### src/rtl/corner_cls_pkg.sv
package corner_cls_pkg;
  localparam int N_CMP      = 3;
  localparam int N_SHIFT    = 3;
  localparam int N_CORNER   = 3;
  localparam int N_TSEG     = 5;
  localparam int LUT_DEPTH  = N_SHIFT * N_CORNER * N_TSEG;
  localparam int IDX_W      = $clog2(LUT_DEPTH);
  localparam int SHIFT_STEP = N_CORNER * N_TSEG;

  typedef enum logic [2:0] {
    CRN_NONE = 3'b000,
    CRN_SLOW = 3'b001,
    CRN_TYP  = 3'b010,
    CRN_FAST = 3'b100
  } corner_e;
endpackage

### src/rtl/edge_tally.sv
module edge_tally #(
  parameter int CNT_W       = 4,
  parameter int SYNC_STAGES = 2
) (
  input  logic             clk,
  input  logic             rst_n,
  input  logic             clear,
  input  logic             enable,
  input  logic             din,
  output logic [CNT_W-1:0] count
);
  localparam logic [CNT_W-1:0] CNT_MAX = {CNT_W{1'b1}};

  logic [SYNC_STAGES:0] shreg_q, shreg_d;
  logic [CNT_W-1:0]     cnt_q, cnt_d;
  logic                 rise;

  assign rise = shreg_q[SYNC_STAGES-1] & ~shreg_q[SYNC_STAGES];

  always_comb begin
    shreg_d = {shreg_q[SYNC_STAGES-1:0], din};
    cnt_d   = cnt_q;
    if (clear)
      cnt_d = '0;
    else if (enable && rise && (cnt_q != CNT_MAX))
      cnt_d = cnt_q + 1'b1;
  end

  always_ff @(posedge clk or negedge rst_n) begin
    if (!rst_n) begin
      shreg_q <= '0;
      cnt_q   <= '0;
    end else begin
      shreg_q <= shreg_d;
      cnt_q   <= cnt_d;
    end
  end

  assign count = cnt_q;
endmodule

### src/rtl/window_timer.sv
module window_timer #(
  parameter int WIN_W = 16
) (
  input  logic             clk,
  input  logic             rst_n,
  input  logic             start,
  input  logic [WIN_W-1:0] win_len,
  output logic             busy,
  output logic             fin
);
  logic [WIN_W-1:0] rem_q, rem_d;
  logic             busy_q, busy_d, fin_q, fin_d;

  always_comb begin
    rem_d  = rem_q;
    busy_d = busy_q;
    fin_d  = 1'b0;
    if (start) begin
      busy_d = 1'b1;
      rem_d  = (win_len == '0) ? WIN_W'(1) : win_len;
    end else if (busy_q) begin
      rem_d = rem_q - 1'b1;
      if (rem_q == WIN_W'(1)) begin
        busy_d = 1'b0;
        fin_d  = 1'b1;
      end
    end
  end

  always_ff @(posedge clk or negedge rst_n) begin
    if (!rst_n) begin
      rem_q  <= '0;
      busy_q <= 1'b0;
      fin_q  <= 1'b0;
    end else begin
      rem_q  <= rem_d;
      busy_q <= busy_d;
      fin_q  <= fin_d;
    end
  end

  assign busy = busy_q;
  assign fin  = fin_q;
endmodule

### src/rtl/corner_encoder.sv
module corner_encoder
  import corner_cls_pkg::*;
(
  input  logic [N_CMP-1:0] hi_bits,
  output corner_e          code,
  output logic [1:0]       crn_num,
  output logic             pat_ok
);
  always_comb begin
    code    = CRN_NONE;
    crn_num = 2'd0;
    pat_ok  = 1'b1;
    unique case (hi_bits)
      3'b111: begin code = CRN_FAST; crn_num = 2'd0; end
      3'b110: begin code = CRN_TYP;  crn_num = 2'd1; end
      3'b100: begin code = CRN_SLOW; crn_num = 2'd2; end
      default: pat_ok = 1'b0;
    endcase
  end
endmodule

### src/rtl/lut_index.sv
module lut_index
  import corner_cls_pkg::*;
(
  input  logic [1:0]       shift_sel,
  input  logic [3:0]       tseg,
  input  logic [1:0]       crn_num,
  output logic [IDX_W-1:0] idx,
  output logic             sel_ok
);
  logic [2:0] t_num;
  logic       t_ok;

  always_comb begin
    t_ok  = 1'b1;
    t_num = 3'd0;
    case (tseg)
      4'b0000: t_num = 3'd0;
      4'b1000: t_num = 3'd1;
      4'b1100: t_num = 3'd2;
      4'b1110: t_num = 3'd3;
      4'b1111: t_num = 3'd4;
      default: t_ok  = 1'b0;
    endcase
  end

  assign sel_ok = t_ok && (shift_sel != 2'b11);
  assign idx    = IDX_W'(int'(shift_sel) * SHIFT_STEP + int'(crn_num) * N_TSEG + int'(t_num));
endmodule

### src/rtl/corner_classifier.sv
module corner_classifier
  import corner_cls_pkg::*;
#(
  parameter int WIN_W      = 16,
  parameter int CNT_W      = 4,
  parameter int EDGE_LIMIT = 7
) (
  input  logic             clk,
  input  logic             rst_n,
  input  logic             start,
  input  logic [WIN_W-1:0] win_len,
  input  logic [2:0]       cmp_in,
  input  logic [3:0]       tseg,
  input  logic [1:0]       shift_sel,
  output logic [2:0]       corner_code,
  output logic             done,
  output logic             valid,
  output logic [IDX_W-1:0] lut_idx
);
  logic [1:0] rst_sync_q;
  logic       rst_int_n;

  always_ff @(posedge clk or negedge rst_n) begin
    if (!rst_n) rst_sync_q <= 2'b00;
    else        rst_sync_q <= {rst_sync_q[0], 1'b1};
  end
  assign rst_int_n = rst_sync_q[1];

  logic busy, fin;

  window_timer #(.WIN_W(WIN_W)) u_timer (
    .clk(clk), .rst_n(rst_int_n), .start(start), .win_len(win_len),
    .busy(busy), .fin(fin)
  );

  logic [N_CMP-1:0] hi_bits;

  for (genvar g = 0; g < N_CMP; g++) begin : g_tally
    logic [CNT_W-1:0] cnt;
    edge_tally #(.CNT_W(CNT_W), .SYNC_STAGES(2)) u_tally (
      .clk(clk), .rst_n(rst_int_n), .clear(start), .enable(busy),
      .din(cmp_in[g]), .count(cnt)
    );
    assign hi_bits[g] = (int'(cnt) < EDGE_LIMIT);
  end

  corner_e          enc_code;
  logic [1:0]       crn_num;
  logic             pat_ok;
  logic [IDX_W-1:0] idx_new;
  logic             sel_ok;

  corner_encoder u_enc (
    .hi_bits(hi_bits), .code(enc_code), .crn_num(crn_num), .pat_ok(pat_ok)
  );

  lut_index u_idx (
    .shift_sel(shift_sel), .tseg(tseg), .crn_num(crn_num),
    .idx(idx_new), .sel_ok(sel_ok)
  );

  logic [2:0]       corner_q, corner_d;
  logic [IDX_W-1:0] idx_q, idx_d;
  logic             valid_q, valid_d, done_q, done_d;
  logic             latch_en;

  assign latch_en = fin & ~start;

  always_comb begin
    corner_d = corner_q;
    idx_d    = idx_q;
    valid_d  = valid_q;
    done_d   = latch_en;
    if (latch_en) begin
      valid_d = pat_ok && sel_ok;
      if (pat_ok)           corner_d = enc_code;
      if (pat_ok && sel_ok) idx_d    = idx_new;
    end
  end

  always_ff @(posedge clk or negedge rst_int_n) begin
    if (!rst_int_n) begin
      corner_q <= CRN_NONE;
      idx_q    <= '0;
      valid_q  <= 1'b0;
      done_q   <= 1'b0;
    end else begin
      corner_q <= corner_d;
      idx_q    <= idx_d;
      valid_q  <= valid_d;
      done_q   <= done_d;
    end
  end

  assign corner_code = corner_q;
  assign lut_idx     = idx_q;
  assign valid       = valid_q;
  assign done        = done_q;
endmodule

### config.mk
export PLATFORM = sky130hd
export DESIGN_NAME = corner_classifier
export DESIGN_NICKNAME = d
export VERILOG_FILES = /design/src/rtl/corner_cls_pkg.sv /design/src/rtl/edge_tally.sv /design/src/rtl/window_timer.sv /design/src/rtl/corner_encoder.sv /design/src/rtl/lut_index.sv /design/src/rtl/corner_classifier.sv
export SDC_FILE = /design/constraint.sdc
export NUM_CORES = 1
export LEC_CHECK = 0
export BUFFER_PORTS_ARGS = -buffer_cell sky130_fd_sc_hd__buf_2
export CORE_MARGIN = 1
export CORE_UTILIZATION = 45
export CTS_CLUSTER_SIZE = 12
export DETAILED_ROUTE_END_ITERATION = 16
export GPL_ROUTABILITY_DRIVEN = 0
export PLACE_DENSITY = 0.76
export SETUP_SLACK_MARGIN = 0.05
export SYNTH_ARGS = -nofsm -noshare
export SYNTH_HDL_FRONTEND = slang
export SYNTH_HIERARCHICAL = 1
export SYNTH_SLANG_ARGS = --single-unit
### constraint.sdc
create_clock -name clk -period 4.5 [get_ports clk]
set_clock_uncertainty 0.15 [all_clocks]
set_input_delay 0.675 -clock clk [delete_from_list [all_inputs] [get_ports clk]]
set_output_delay 0.675 -clock clk [all_outputs]
set_load 0.01 [all_outputs]
==> results.md <==
* Status: finished, violations left
* Failing checks: design-rule violations
* Clock slew at reported path FFs at approximately 0.090 ns
* Final Max Slew Viols at 0
* Multi-input logic area at 0.00152 mm²
* CTS Root Cell: clkbuf_8
* Worst Setup End Kind: flip-flop
* Layout cells sized above 1 at 0.240
* Post-Layout Cell Count at around 380
* Final HPWL DP at ~3700 µm
* Synthesis-to-finish area growth at 12.9%
* WL/cell at 13.2 µm
* N_diodes at 0
* Largest net degree at the start of global routing at 52
* Final core utilization at 0.526
* Seq cells post-synth at between 50 and 60
* DRT iter0 DRCs at just under 70
* Maximum Capacitance Violations at 0
* CTS sink cnt at between 50 and 60
* R2R Path Start: g_tally[2].u_tally/count[0]
* Overflow after GRT at 0
* Core box area at approximately 0.0063 mm²
* Initial antenna violation count at 0
* Placed cells at around 370
* Worst path top cell family by delay: adder cells
* Crit-path max cell delay at ~0.48 ns
* H-tree depth at 2
* Setup TNS at 0 ns
* Relative slew slack at 0.306
* Top cells by area, synth: dfrtp_1 44%, ha_1 7.7%, xor2_1 4.2%
* CP Data Arrival Time at 4.01 ns
* Met1 usage at 0.204
* Hold WS at between 0.2 and 0.25 ns
* Num CTS Buffers at 5
* Die Area at 0.00686 mm²
* Final period util at 0.879
* Worst setup SP type: flip-flop
* Post-synth EDFFs at 0
* Top-count cell post-synth: dfrtp_1
* Share of the yosys chip area belonging to registers at 0.443
* Post-synth top flop: dfrtp_1
* GR Util met3 at 0.0378
* Nets at 354
* Die X at ~83 µm
* Final setup vio count at 0
* Crit path max fanout at 5
* Die height at approximately 83 µm
* Worst Setup SP: g_tally[2].u_tally/count[0]
* # DRC at 2
* Ys async rst share at 1.00
* Crit path kind: reg2reg
* Port buffer count at 38
* Worst-Margin Slew at about 1.0 ns
* TritonCTS clock tree: done
* Via Count at ~2100
* Gr busiest metal: met2
* Post-CTS Setup Bufs at 0
* Synth Cell Area at about 0.0029 mm²
* Top cell types by occurrence after synthesis: 52 x dfrtp_1, 23 x inv_1, 18 x ha_1
* Fmax achieved at about 250 MHz
* Via-per-instance ratio at around 5.5
* Final WL at between 5000 and 6000 µm
* Synth top area share at 0.443
* Slowest-stage cell, CP: fa_1
* Period minus WS final at ~4.0 ns
* PwrDens at 299 mW/mm²
* Clk Latency, worst-skew pair at slightly above 0.3 ns
* Initial Utilization at 0.466
* Static Leak at approximately 0.0016 µW
* Post-DRT Antenna Nets at 0
* Global-route wire length before repair at 9200 µm
* # IOs at 39
* Mapped Nets at 313
* CP required at about 4.6 ns
* Most frequent CP cell: ha_1
* Peak VDD IR at between 0.2 and 0.25 mV
* HP Start: g_tally[2].u_tally/shreg_q[0]
* Yosys top cell by area: dfrtp_1
* Max clock buf depth at 2
* WP buf/inv at 2
* Final-report hold violation count at 0
* Synth unique cells at between 40 and 50
* Vias in the first global route at about 2100
* RSZ-0062 raised after global routing: false
* Seq. cell area at approximately 0.0013 mm²
* TritonRoute pass-1 iters at 10
* Met2 usage at 0.274
* Fillcell total at 559
* Ys Warns at 6
* Cell count after synthesis at ~260
* Mapped Avg Cell Area at 11.2 µm²
* Tightest Hold Check Type: reg2reg
* Total GRT Usage at 0.164
* Crit-path cells: a31oi_1 -> nor3b_1 -> inv_1 -> ha_1 -> inv_1 -> ha_1 -> fa_1 -> ha_1 -> fa_1 -> a21o_1 -> a21oi_2 -> xnor2_1 -> mux2_2
* Cell Rows at 29
[worst reg2reg max path: stages (launching register included)]
cell and delay (ns):
dfrtp_1 0.43, a31oi_1 0.31, nor3b_1 0.40, inv_1 0.09, ha_1 0.33, inv_1 0.05
ha_1 0.29, fa_1 0.48, ha_1 0.24, fa_1 0.40, a21o_1 0.20, a21oi_2 0.14
xnor2_1 0.08, mux2_2 0.26
[routing by layer]
layer / vias up / wire (µm) / share of wire
met5: - / 0 / 0
met4: 0 / 92 / 0.018
met3: 7 / 228 / 0.045
met2: 50 / 2430 / 0.48
met1: 999 / 2280 / 0.45
li1: 1025 / - / -
[path summary, 6_finish.rpt]
kind                                                      end  slack, ns  cells after the start
worst max-delay path                               lut_idx[5]       0.54                     13
worst min-delay path            g_tally[2].u_tally/shreg_q[1]       0.20                      0
worst max register to register                     lut_idx[5]       0.54                     13
worst min register to register  g_tally[2].u_tally/shreg_q[1]       0.20                      0
max in group asynchronous                          lut_idx[1]       3.25                      0
min in group asynchronous                    u_timer/rem_q[2]       0.31                      0
[cell type report]
type / instances / share of cell area
Tap cell: 77 / 0.0290
Inverter: 24 / 0.0271
Timing Repair Buffer: 39 / 0.0603
Sequential cell: 52 / 0.392
Clock inverter: 3 / 0.0139
Multi-Input combinational cell: 181 / 0.456
Clock buffer: 5 / 0.0207
[cells in the final DEF (no fill, tap or decap), drive strengths merged, types with 4 or more instances in the layout]
master	Yosys	layout
a21oi	9	9
and3	6	6
buf	2	38
clkbuf	3	5
dfrtp	52	52
fa	5	5
ha	18	18
inv	24	25
mux2	10	10
nand2	17	17
nand3	5	5
nand3b	6	6
nand4	7	7
nor2	5	5
nor3	4	4
nor3b	5	5
nor4	6	6
o21ai	22	22
o311ai	6	6
o41ai	6	6
xnor2	6	6
xor2	14	14
[logic make-up (layout without fill, tap and decap cells)]
| family | Yosys count | after routing | synth area share |
|---|---|---|---|
| muxes | 10 | 10 | 0.0383 |
| and+or+nand+nor | 74 | 74 | 0.190 |
| DFF | 52 | 52 | 0.443 |
| xor gates and xnor gates | 20 | 20 | 0.0596 |
| buffers and inverters | 29 | 71 | 0.0421 |
| other | 1 | 1 | 0.00128 |
| AOI/OAI and AO/OA | 53 | 53 | 0.116 |
| adders and majority gates | 23 | 23 | 0.111 |
[registers in the layout, indices dropped and copies added, names as in the netlist]
name,count
corner_code,3
done,1
g_tally.u_tally/count,12
g_tally.u_tally/shreg_q,9
lut_idx,6
rst_sync_q,2
u_timer/busy,1
u_timer/fin,1
u_timer/rem_q,16
valid,1
[what timing repair did]
item                                   CTS  global route
gates resized for setup                  0             0
hold buffers                             1             0
endpoints found under the hold margin    2             0
[per-stage QoR]
step                setup slack [ns]  total power [µW]  cell area, µm²
finish                         0.543               991            3320
detailed placement             0.509               671            3190
global placement               0.662               667            3190
global route                   0.219              1050            3320
floorplan                      0.763               627            2940
CTS                            0.512              1000            3320
[power breakdown]
part | switching [µW] | leakage [µW] | internal, µW
Combinational | 67.5 | 0.000849 | 63.9
Clock | 162 | 0.0000548 | 168
Sequential | 39.3 | 0.000657 | 491
Power figures use the tool's default switching activity.
